File: src/rtl/vtg_pkg.sv
package vtg_pkg;

  // per-clock qualifiers seen by the sync generator
  typedef struct packed {
    logic en;
    logic line_start;
    logic new_row;
  } vs_tick_t;

  // per-clock qualifiers seen by the display-enable generator
  typedef struct packed {
    logic en;
    logic frame_top;
    logic first_line;
  } de_tick_t;

  localparam int unsigned FieldBit = 0;

endpackage

File: src/rtl/vtg_vsync.sv
module vtg_vsync
  import vtg_pkg::*;
#(
  parameter int unsigned ROW_W = 7,
  parameter int unsigned VS_W  = 4
) (
  input  logic             clk_i,
  input  logic             rst_ni,
  input  vs_tick_t         tk_i,
  input  logic [ROW_W-1:0] row_i,
  input  logic [ROW_W-1:0] vs_pos_i,
  output logic             vsync_o
);

  localparam logic [VS_W-1:0] CntLast = {VS_W{1'b1}};

  logic            active_q, armed_q;
  logic [VS_W-1:0] cnt_q;
  logic            armed_now, hit, last, fire;

  assign armed_now = armed_q | tk_i.new_row;
  assign hit       = tk_i.en & armed_now & (vs_pos_i == row_i);
  assign last      = tk_i.en & tk_i.line_start & active_q & (cnt_q == CntLast);
  // a start is taken when idle or on the very scanline the pulse ends
  assign fire      = hit & (~active_q | last);

  always_ff @(posedge clk_i or negedge rst_ni) begin
    if (!rst_ni) begin
      active_q <= 1'b0;
      armed_q  <= 1'b1;
      cnt_q    <= '0;
    end else if (tk_i.en) begin
      armed_q <= armed_now & ~fire;
      if (active_q && tk_i.line_start) cnt_q <= cnt_q + 1'b1;
      if (active_q) active_q <= ~last | fire;
      else          active_q <= fire;
    end
  end

  assign vsync_o = active_q;

  AST_VS_START: assert property (@(posedge clk_i) disable iff (!rst_ni)
    $rose(vsync_o) |-> $past(vs_pos_i == row_i && tk_i.en));

  AST_VS_HOLD: assert property (@(posedge clk_i) disable iff (!rst_ni)
    active_q && !(tk_i.en && tk_i.line_start) |=> active_q && $stable(cnt_q));

  AST_VS_END: assert property (@(posedge clk_i) disable iff (!rst_ni)
    $fell(vsync_o) |-> $past(cnt_q) == CntLast);

  AST_VS_IDLE_CNT: assert property (@(posedge clk_i) disable iff (!rst_ni)
    !active_q |-> cnt_q == '0);

endmodule

File: src/rtl/vtg_vde.sv
module vtg_vde
  import vtg_pkg::*;
#(
  parameter int unsigned ROW_W = 7
) (
  input  logic             clk_i,
  input  logic             rst_ni,
  input  de_tick_t         tk_i,
  input  logic [ROW_W-1:0] row_i,
  input  logic [ROW_W-1:0] vdisp_i,
  output logic             vde_o,
  output logic             fall_o
);

  logic de_q, clr;

  // the origin scanline cannot be blanked, so vdisp 0 still shows one line
  assign clr    = tk_i.en & (vdisp_i == row_i) & ~tk_i.first_line;
  assign fall_o = de_q & clr & ~tk_i.frame_top;

  always_ff @(posedge clk_i or negedge rst_ni) begin
    if (!rst_ni)             de_q <= 1'b1;
    else if (tk_i.frame_top) de_q <= 1'b1;
    else if (clr)            de_q <= 1'b0;
  end

  assign vde_o = de_q;

  AST_DE_SET: assert property (@(posedge clk_i) disable iff (!rst_ni)
    tk_i.frame_top |=> vde_o);

  AST_DE_CLR: assert property (@(posedge clk_i) disable iff (!rst_ni)
    tk_i.en && (vdisp_i == row_i) && !tk_i.first_line |=> !vde_o);

endmodule

File: src/rtl/vtg_frame.sv
module vtg_frame #(
  parameter int unsigned FRM_W = 5
) (
  input  logic             clk_i,
  input  logic             rst_ni,
  input  logic             step_i,
  output logic [FRM_W-1:0] frame_o
);

  logic [FRM_W-1:0] cnt_q;

  always_ff @(posedge clk_i or negedge rst_ni) begin
    if (!rst_ni)     cnt_q <= '0;
    else if (step_i) cnt_q <= cnt_q + 1'b1;
  end

  assign frame_o = cnt_q;

endmodule

File: src/rtl/vert_timing_gen.sv
module vert_timing_gen
  import vtg_pkg::*;
#(
  parameter int unsigned ROW_W  = 7,
  parameter int unsigned LINE_W = 5,
  parameter int unsigned VS_W   = 4,
  parameter int unsigned FRM_W  = 5
) (
  input  logic              clk_i,
  input  logic              rst_ni,
  input  logic              char_en_i,
  input  logic              line_start_i,
  input  logic [ROW_W-1:0]  row_i,
  input  logic [LINE_W-1:0] line_i,
  input  logic [ROW_W-1:0]  vdisp_i,
  input  logic [ROW_W-1:0]  vs_pos_i,
  output logic              vsync_o,
  output logic              vde_o,
  output logic [FRM_W-1:0]  frame_o
);

  vs_tick_t vs_tk;
  de_tick_t de_tk;
  logic     origin, ls_en, de_fall;

  assign origin = (row_i == '0) & (line_i == '0);
  assign ls_en  = char_en_i & line_start_i;

  assign vs_tk.en         = char_en_i;
  assign vs_tk.line_start = line_start_i;
  assign vs_tk.new_row    = ls_en & (line_i == '0);

  assign de_tk.en         = char_en_i;
  assign de_tk.frame_top  = ls_en & origin;
  assign de_tk.first_line = origin;

  vtg_vsync #(.ROW_W(ROW_W), .VS_W(VS_W)) i_vsync (
    .clk_i    (clk_i),
    .rst_ni   (rst_ni),
    .tk_i     (vs_tk),
    .row_i    (row_i),
    .vs_pos_i (vs_pos_i),
    .vsync_o  (vsync_o)
  );

  vtg_vde #(.ROW_W(ROW_W)) i_vde (
    .clk_i   (clk_i),
    .rst_ni  (rst_ni),
    .tk_i    (de_tk),
    .row_i   (row_i),
    .vdisp_i (vdisp_i),
    .vde_o   (vde_o),
    .fall_o  (de_fall)
  );

  vtg_frame #(.FRM_W(FRM_W)) i_frame (
    .clk_i   (clk_i),
    .rst_ni  (rst_ni),
    .step_i  (de_fall),
    .frame_o (frame_o)
  );

  AST_FRM_ON_FALL: assert property (@(posedge clk_i) disable iff (!rst_ni)
    $fell(vde_o) |-> frame_o == FRM_W'($past(frame_o) + 1'b1));

  AST_FRM_STILL: assert property (@(posedge clk_i) disable iff (!rst_ni)
    !$fell(vde_o) |-> $stable(frame_o));

  AST_IDLE_HOLD: assert property (@(posedge clk_i) disable iff (!rst_ni)
    !char_en_i |=> $stable(vsync_o) && $stable(vde_o));

endmodule

File: config.mk
export PLATFORM = sky130hd
export DESIGN_NAME = vert_timing_gen
export DESIGN_NICKNAME = d
export VERILOG_FILES = /design/src/rtl/vtg_pkg.sv /design/src/rtl/vtg_vsync.sv /design/src/rtl/vtg_vde.sv /design/src/rtl/vtg_frame.sv /design/src/rtl/vert_timing_gen.sv
export SDC_FILE = /design/constraint.sdc
export NUM_CORES = 1
export LEC_CHECK = 0
export BUFFER_PORTS_ARGS = -buffer_cell sky130_fd_sc_hd__buf_2
export CAP_MARGIN = 40
export CORE_MARGIN = 4
export CORE_UTILIZATION = 30
export DETAILED_ROUTE_END_ITERATION = 16
export PLACE_DENSITY_LB_ADDON = 0.2
export RECOVER_POWER = 50
export SYNTH_ARGS = -nofsm -noshare
export SYNTH_HDL_FRONTEND = slang
export SYNTH_SLANG_ARGS = --single-unit
File: constraint.sdc
create_clock -name clk_i -period 1.34 [get_ports clk_i]
set_input_delay 0.134 -clock clk_i [delete_from_list [all_inputs] [get_ports clk_i]]
set_output_delay 0.134 -clock clk_i [all_outputs]
set_load 0.02 [all_outputs]
Word-level counts from Yosys, hierarchy flattened
Index checks and enable logic that the tools add are counted.
- reduce and logical (&&, ||, !) cells: 5
- eq/ne operators: 3
- add/sub/neg operators: 2
- bitwise operators: 22
- muxes and demuxes: 3
- operators with widths (cell ; number):
    $and A1 B1 Y1 ; 14
    $eq A7 B7 Y1 ; 2
    $logic_not A7 Y1 ; 1
    $add A5 B1 Y5 const B ; 1
    $logic_not A5 Y1 ; 1
    $not A1 Y1 ; 5
    $add A4 B1 Y4 const B ; 1
    $eq A4 B4 Y1 const B ; 1
    $mux W1 ; 3
    $or A1 B1 Y1 ; 3
    $reduce_and A2 Y1 ; 1
    $reduce_bool A2 Y1 ; 1
    $logic_and A1 B1 Y1 ; 1
- register bits after elaboration: 12
- output and inout bits: 7
- logic and storage cells: 40

Longest topological paths before layout
- depth in word-level cells: 8
- mapped depth: 4

Cells and area by module
A second synthesis with hierarchy kept.
- cell total of the unflattened synthesis: 68
- area, all modules: 743.2 um2
- by module, submodules not included (module ; area each (um2) ; cells each ; seq. area each (um2) ; instances):
    vtg_vsync ; 347.8 ; 32 ; 151.4 ; 1
    vtg_frame ; 200.2 ; 14 ; 125.1 ; 1
    vtg_vde ; 125.1 ; 14 ; 26.3 ; 1
    vert_timing_gen ; 70.1 ; 8 ; 0.0 ; 1

Least setup slack after synthesis
No wires, ideal clock.
- path type: input -> register
- from: input line_i[0]
- to: register i_frame.cnt_q[1], in the netlist i_frame.frame_o[1]
- stages on the path: 4
- data arrival time: 1.466 ns
- path buffers: 0
- slack: -0.251 ns
- library setup time: 0.125 ns
- cells stage by stage: or4_4 nor4_4 nor4b_2 mux2_4
- cells in the longest elaborated chain, start to end: 6
- ends and longest elaborated chain (what ; line ; source):
    start: declaration ; vert_timing_gen.sv:14 ; input logic [LINE_W-1:0] line_i,
    $logic_not A5 Y1 * ; vert_timing_gen.sv:26 ; assign origin = (row_i == '0) & (line_i == '0);
    $and A1 B1 Y1 * ; vert_timing_gen.sv:26 ;
    $not A1 Y1 ; vtg_vde.sv:18 ; assign clr = tk_i.en & (vdisp_i == row_i) & ~tk_i.first_line;
    $and A1 B1 Y1 ; vtg_vde.sv:18 ;
    $and A1 B1 Y1 ; vtg_vde.sv:19 ; assign fall_o = de_q & clr & ~tk_i.frame_top;
    $and A1 B1 Y1 * ; vtg_vde.sv:19 ;
    end signal: assignment ; vtg_frame.sv:14 ; else if (step_i) cnt_q <= cnt_q + 1'b1;
    end: declaration ; vtg_frame.sv:10 ; logic [FRM_W-1:0] cnt_q;
Mark *: on every way between the ends. The rest lies on a longest branch, timed or not.
A chain may end at the register's enable or synchronous reset.

Worst setup path after layout
- from: input row_i[4]
- to: register i_frame.cnt_q[2], in the netlist i_frame.frame_o[2]
- cells in the longest elaborated chain, start to end: 6
- ends and longest elaborated chain (what ; line ; source):
    start: declaration ; vert_timing_gen.sv:13 ; input logic [ROW_W-1:0] row_i,
    $logic_not A7 Y1 ; vert_timing_gen.sv:26 ;
    $and A1 B1 Y1 ; vert_timing_gen.sv:26 ;
    $not A1 Y1 ; vtg_vde.sv:18 ;
    $and A1 B1 Y1 ; vtg_vde.sv:18 ;
    $and A1 B1 Y1 ; vtg_vde.sv:19 ;
    $and A1 B1 Y1 * ; vtg_vde.sv:19 ;
Marked as above.

==> impl_metrics.xml <==
<?xml version="1.0" encoding="UTF-8"?>
<metrics>
  <group name="pwr">
    <metric name="power.density" unit="nW/um2">788.5</metric>
    <metric name="max-vdd-ir-drop" unit="mV">0.3963</metric>
    <metric name="leakagePower" unit="uW">0.0005419</metric>
    <metric name="total_power" unit="uW">883.0</metric>
  </group>
  <group name="sta">
    <metric name="hold_viol_final" unit="">0</metric>
    <metric name="worstMarginPinSlew" unit="ns">0.6578</metric>
    <metric name="fin_skew" unit="ns">0.001406</metric>
    <metric name="report.final.slew_viol_count" unit="">0</metric>
    <metric name="timing.max_slew.rel_slack" unit="">0.5615</metric>
    <metric name="fin_worst_hold_slack" unit="ns">0.1862</metric>
    <metric name="maxClockFrequency" unit="MHz">766.3</metric>
    <metric name="fin_crit_sh" unit="">0.9738</metric>
    <metric name="rsz0062_at_grt" unit="">yes</metric>
    <metric name="finalWorstPathRequiredPeriod" unit="ns">1.305</metric>
    <metric name="setup-violations-final" unit="">0</metric>
    <metric name="finalSetupTns" unit="ns">0</metric>
  </group>
  <group name="yosys">
    <metric name="syn_inst" unit="">68</metric>
    <metric name="synthArstFlopShare" unit="">1.000</metric>
    <metric name="postSynthNetCount" unit="">100</metric>
    <metric name="ys_seq_area_frac" unit="">0.4074</metric>
    <metric name="count_of_unique_library_cells_instantiated_by_yosys" unit="">21</metric>
    <metric name="synthesis.yosys.warnings" unit="">0</metric>
    <metric name="synth_edf_count" unit="">0</metric>
    <metric name="dominantRegCellSynth" unit="">dfrtp_1</metric>
    <metric name="syn_avg_cell_area" unit="um2">10.93</metric>
    <metric name="synth.ff_latch_count" unit="">12</metric>
    <metric name="syn_area" unit="um2">743.2</metric>
  </group>
  <group name="place">
    <metric name="port-buffer-count" unit="">36</metric>
    <metric name="detailedPlacementHpwl" unit="mm">1.440</metric>
    <metric name="place.gp.congestion" unit="">0.8072</metric>
  </group>
  <group name="setup_path">
    <metric name="end_kind" unit="">flop</metric>
    <metric name="ff2ff_path_depth" unit="">2</metric>
    <metric name="cp_max_fo" unit="">5</metric>
    <metric name="setup.worst_path.start_class" unit="">input port</metric>
    <metric name="setup.reg_to_reg.worst_slack" unit="ns">0.05</metric>
    <metric name="crit-reg2reg-capture" unit="">i_frame.frame_o[1]$_DFFE_PN0P_</metric>
    <metric name="r2r-start" unit="">i_vde.vde_o$_DFFE_PN1P_</metric>
    <metric name="worstSetupPathType" unit="">input port to flop</metric>
    <metric name="worst_ep_arrival_time" unit="ns">1.45</metric>
    <metric name="critPathRequiredTime" unit="ns">1.49</metric>
  </group>
  <group name="routing">
    <metric name="drt-vias-per-instance" unit="">4.838</metric>
    <metric name="via_count" unit="">716</metric>
    <metric name="post_drt_wl_per_cell" unit="um">11.32</metric>
    <metric name="residual_drc_count" unit="">0</metric>
    <metric name="route.antenna.remaining_nets" unit="">0</metric>
    <metric name="drt_first_iter_violations" unit="">6</metric>
    <metric name="totalWireLength" unit="mm">1.675</metric>
    <metric name="dr.pass1.iters" unit="">4</metric>
  </group>
  <group name="global_routing">
    <metric name="grt_antenna_before_repair" unit="">0</metric>
    <metric name="grt_usage" unit="">0.1091</metric>
    <metric name="grt_max_degree" unit="">13</metric>
    <metric name="grt_overflow_total" unit="">0</metric>
    <metric name="grt_first_pass_wirelength" unit="mm">2.884</metric>
    <metric name="first_global_vias" unit="">696</metric>
  </group>
  <group name="cells_and_area">
    <metric name="filler_cell_count" unit="">223</metric>
    <metric name="syn_to_final_growth" unit="%">50.67</metric>
    <metric name="final-seq-area" unit="um2">302.8</metric>
    <metric name="layout-drive-gt1-share" unit="">0.5000</metric>
    <metric name="antenna_cells_inserted" unit="">0</metric>
    <metric name="multi_input_comb_area" unit="um2">461.7</metric>
    <metric name="layout.nets" unit="">153</metric>
  </group>
  <group name="clocking">
    <metric name="tritoncts" unit="">yes</metric>
    <metric name="clockBufferDepth" unit="">2</metric>
    <metric name="buffer_type_at_the_clock_tree_root" unit="">clkbuf_4</metric>
    <metric name="cts_num_sinks" unit="">12</metric>
    <metric name="clk_pin_slew" unit="ns">0.08</metric>
    <metric name="post-cts-setup-buffers" unit="">0</metric>
    <metric name="clk_latency" unit="ns">0.27</metric>
    <metric name="clock_tree.htree_level_count" unit="">1</metric>
    <metric name="numCtsBuffers" unit="">3</metric>
  </group>
  <group name="die">
    <metric name="die_area" unit="um2">3338</metric>
    <metric name="placementRows" unit="">17</metric>
    <metric name="floorplan.core_area" unit="um2">2276</metric>
    <metric name="floorplan.die.height" unit="um">57.78</metric>
    <metric name="die_width" unit="um">57.78</metric>
    <metric name="floorplan.initialDensity" unit="">0.3266</metric>
    <metric name="pin_count" unit="">37</metric>
  </group>
  <group name="run">
    <metric name="maxCapViolations" unit="">0</metric>
  </group>
  <group name="worst_hold_path">
    <metric name="hold-path-endpoint" unit="">i_vsync.cnt_q[2]$_DFFE_PN0P_</metric>
    <metric name="min_path_cells" unit="">3</metric>
    <metric name="holdCritStartpoint" unit="">line_start_i</metric>
    <metric name="worst_hold_path_type" unit="">input port to flop</metric>
  </group>
  <group name="outcome">
    <metric name="result_of_the_run" unit="">finished clean</metric>
  </group>
</metrics>
## cell usage after synthesis (2+ instances only)
| cell | instances | area, um2 |
|---|---|---|
| nand2_1 | 2 | 7.510 |
| or4_4 | 2 | 22.52 |
| xnor2_1 | 16 | 140.1 |
| a21oi_1 | 2 | 10.01 |
| nor2_1 | 4 | 15.01 |
| a31oi_1 | 2 | 12.51 |
| nand4_1 | 7 | 43.79 |
| nand3_1 | 3 | 15.01 |
| dfstp_2 | 2 | 52.55 |
| nor4_1 | 3 | 18.77 |
| dfrtp_1 | 10 | 250.2 |
| xor2_1 | 5 | 43.79 |
| ha_1 | 2 | 25.02 |
## per-layer routing
| layer | vias up | part of all wire | track usage |
|---|---|---|---|
| met5 | - | 0 | 0 |
| met4 | 0 | 0.015 | 0.05960 |
| met3 | 2 | 0.088 | 0.02004 |
| met2 | 32 | 0.45 | 0.1790 |
| met1 | 326 | 0.45 | 0.1340 |
| li1 | 356 | - | - |
## where the power goes
part,switching [uW],total [uW],internal [uW]
clock network,126,291,165
registers,17.6,406,389
logic,81.1,186,105
total,224,883,659
## layout by cell type, fill, tap and decap left out
cell | synthesis | routed
or3_1 | 1 | 1
buf_4 | 0 | 11
xnor2_1 | 16 | 16
a31oi_1 | 2 | 2
nor4_1 | 3 | 1
nand4_1 | 7 | 7
or4_4 | 2 | 2
nand3_1 | 3 | 3
clkbuf_4 | 0 | 3
nor2_1 | 4 | 4
nor4b_2 | 1 | 1
buf_6 | 0 | 2
mux2_2 | 1 | 1
ha_1 | 2 | 2
o31ai_1 | 1 | 1
dlygate4sd3_1 | 0 | 1
buf_2 | 0 | 33
clkbuf_1 | 0 | 1
dfstp_2 | 2 | 2
xor2_1 | 5 | 5
nor4_2 | 0 | 1
dfrtp_1 | 10 | 10
a21oi_1 | 2 | 2
clkbuf_8 | 0 | 1
mux2_4 | 1 | 1
nor3_1 | 1 | 1
nor4_4 | 1 | 2
nand2_1 | 2 | 2
o21ai_1 | 1 | 1
## timing repair
action	in CTS	in global routing
endpoints found under the setup margin	0	4
gates resized for setup	0	5
hold buffers	1	0
hold endpoints to repair	12	0
## kinds of logic (layout without fill, tap and decap cells)
kind of cell    count (synthesis)  after routing  share of synthesized area
buf+inv                         0             52                          0
compound gates                  6              6                    0.04713
fa+ha+maj                       2              2                    0.03366
flops                          12             12                     0.4074
mux                             2              2                    0.03535
simple gates                   25             25                     0.2289
xor+xnor                       21             21                     0.2475
## final cells by class
class,instances,share of cell area
Tap cell,28,0.03129
Sequential cell,12,0.2704
Clock buffer,4,0.03240
Multi-Input combinational cell,56,0.4123
Timing Repair Buffer,48,0.2536
## worst max-delay path, stage by stage
cell	delay (ns)
buf_6	0.09
or4_4	0.53
nor4_4	0.30
buf_4	0.20
nor4_1	0.06
xor2_1	0.13
## flip-flops by register name (all words and copies together) (netlist names)
name             cells
i_frame.frame_o      5
i_vsync.cnt_q        4
i_vde.vde_o          1
i_vsync.armed_q      1
i_vsync.vsync_o      1
## through the flow
stage                     std cells  utilization  instance area (um2)  setup slack [ns]
after global placement          143       0.4574                 1041           -0.2651
after floorplan                  68            -                743.2           -0.2514
after global routing            148       0.4920                 1120          -0.02897
after detailed placement        143       0.4574                 1041           -0.2757
after CTS                       148       0.4777                 1087           0.01547
final                           148       0.4920                 1120           0.03505
## worst max-delay path by stage
stage | slack (ns) | startpoint | to
final | 0.04 | row_i[4] | i_frame.frame_o[2]$_DFFE_PN0P_
after floorplan | -0.25 | line_i[0] | i_frame.frame_o[1]$_DFFE_PN0P_
after detailed placement | -0.28 | line_i[0] | i_frame.frame_o[1]$_DFFE_PN0P_
after global placement | -0.27 | line_i[0] | i_frame.frame_o[1]$_DFFE_PN0P_
after CTS | 0.02 | line_i[0] | i_frame.frame_o[1]$_DFFE_PN0P_
after global routing | -0.03 | row_i[4] | i_frame.frame_o[4]$_DFFE_PN0P_
No activity file was read; power rests on OpenSTA's default activity.
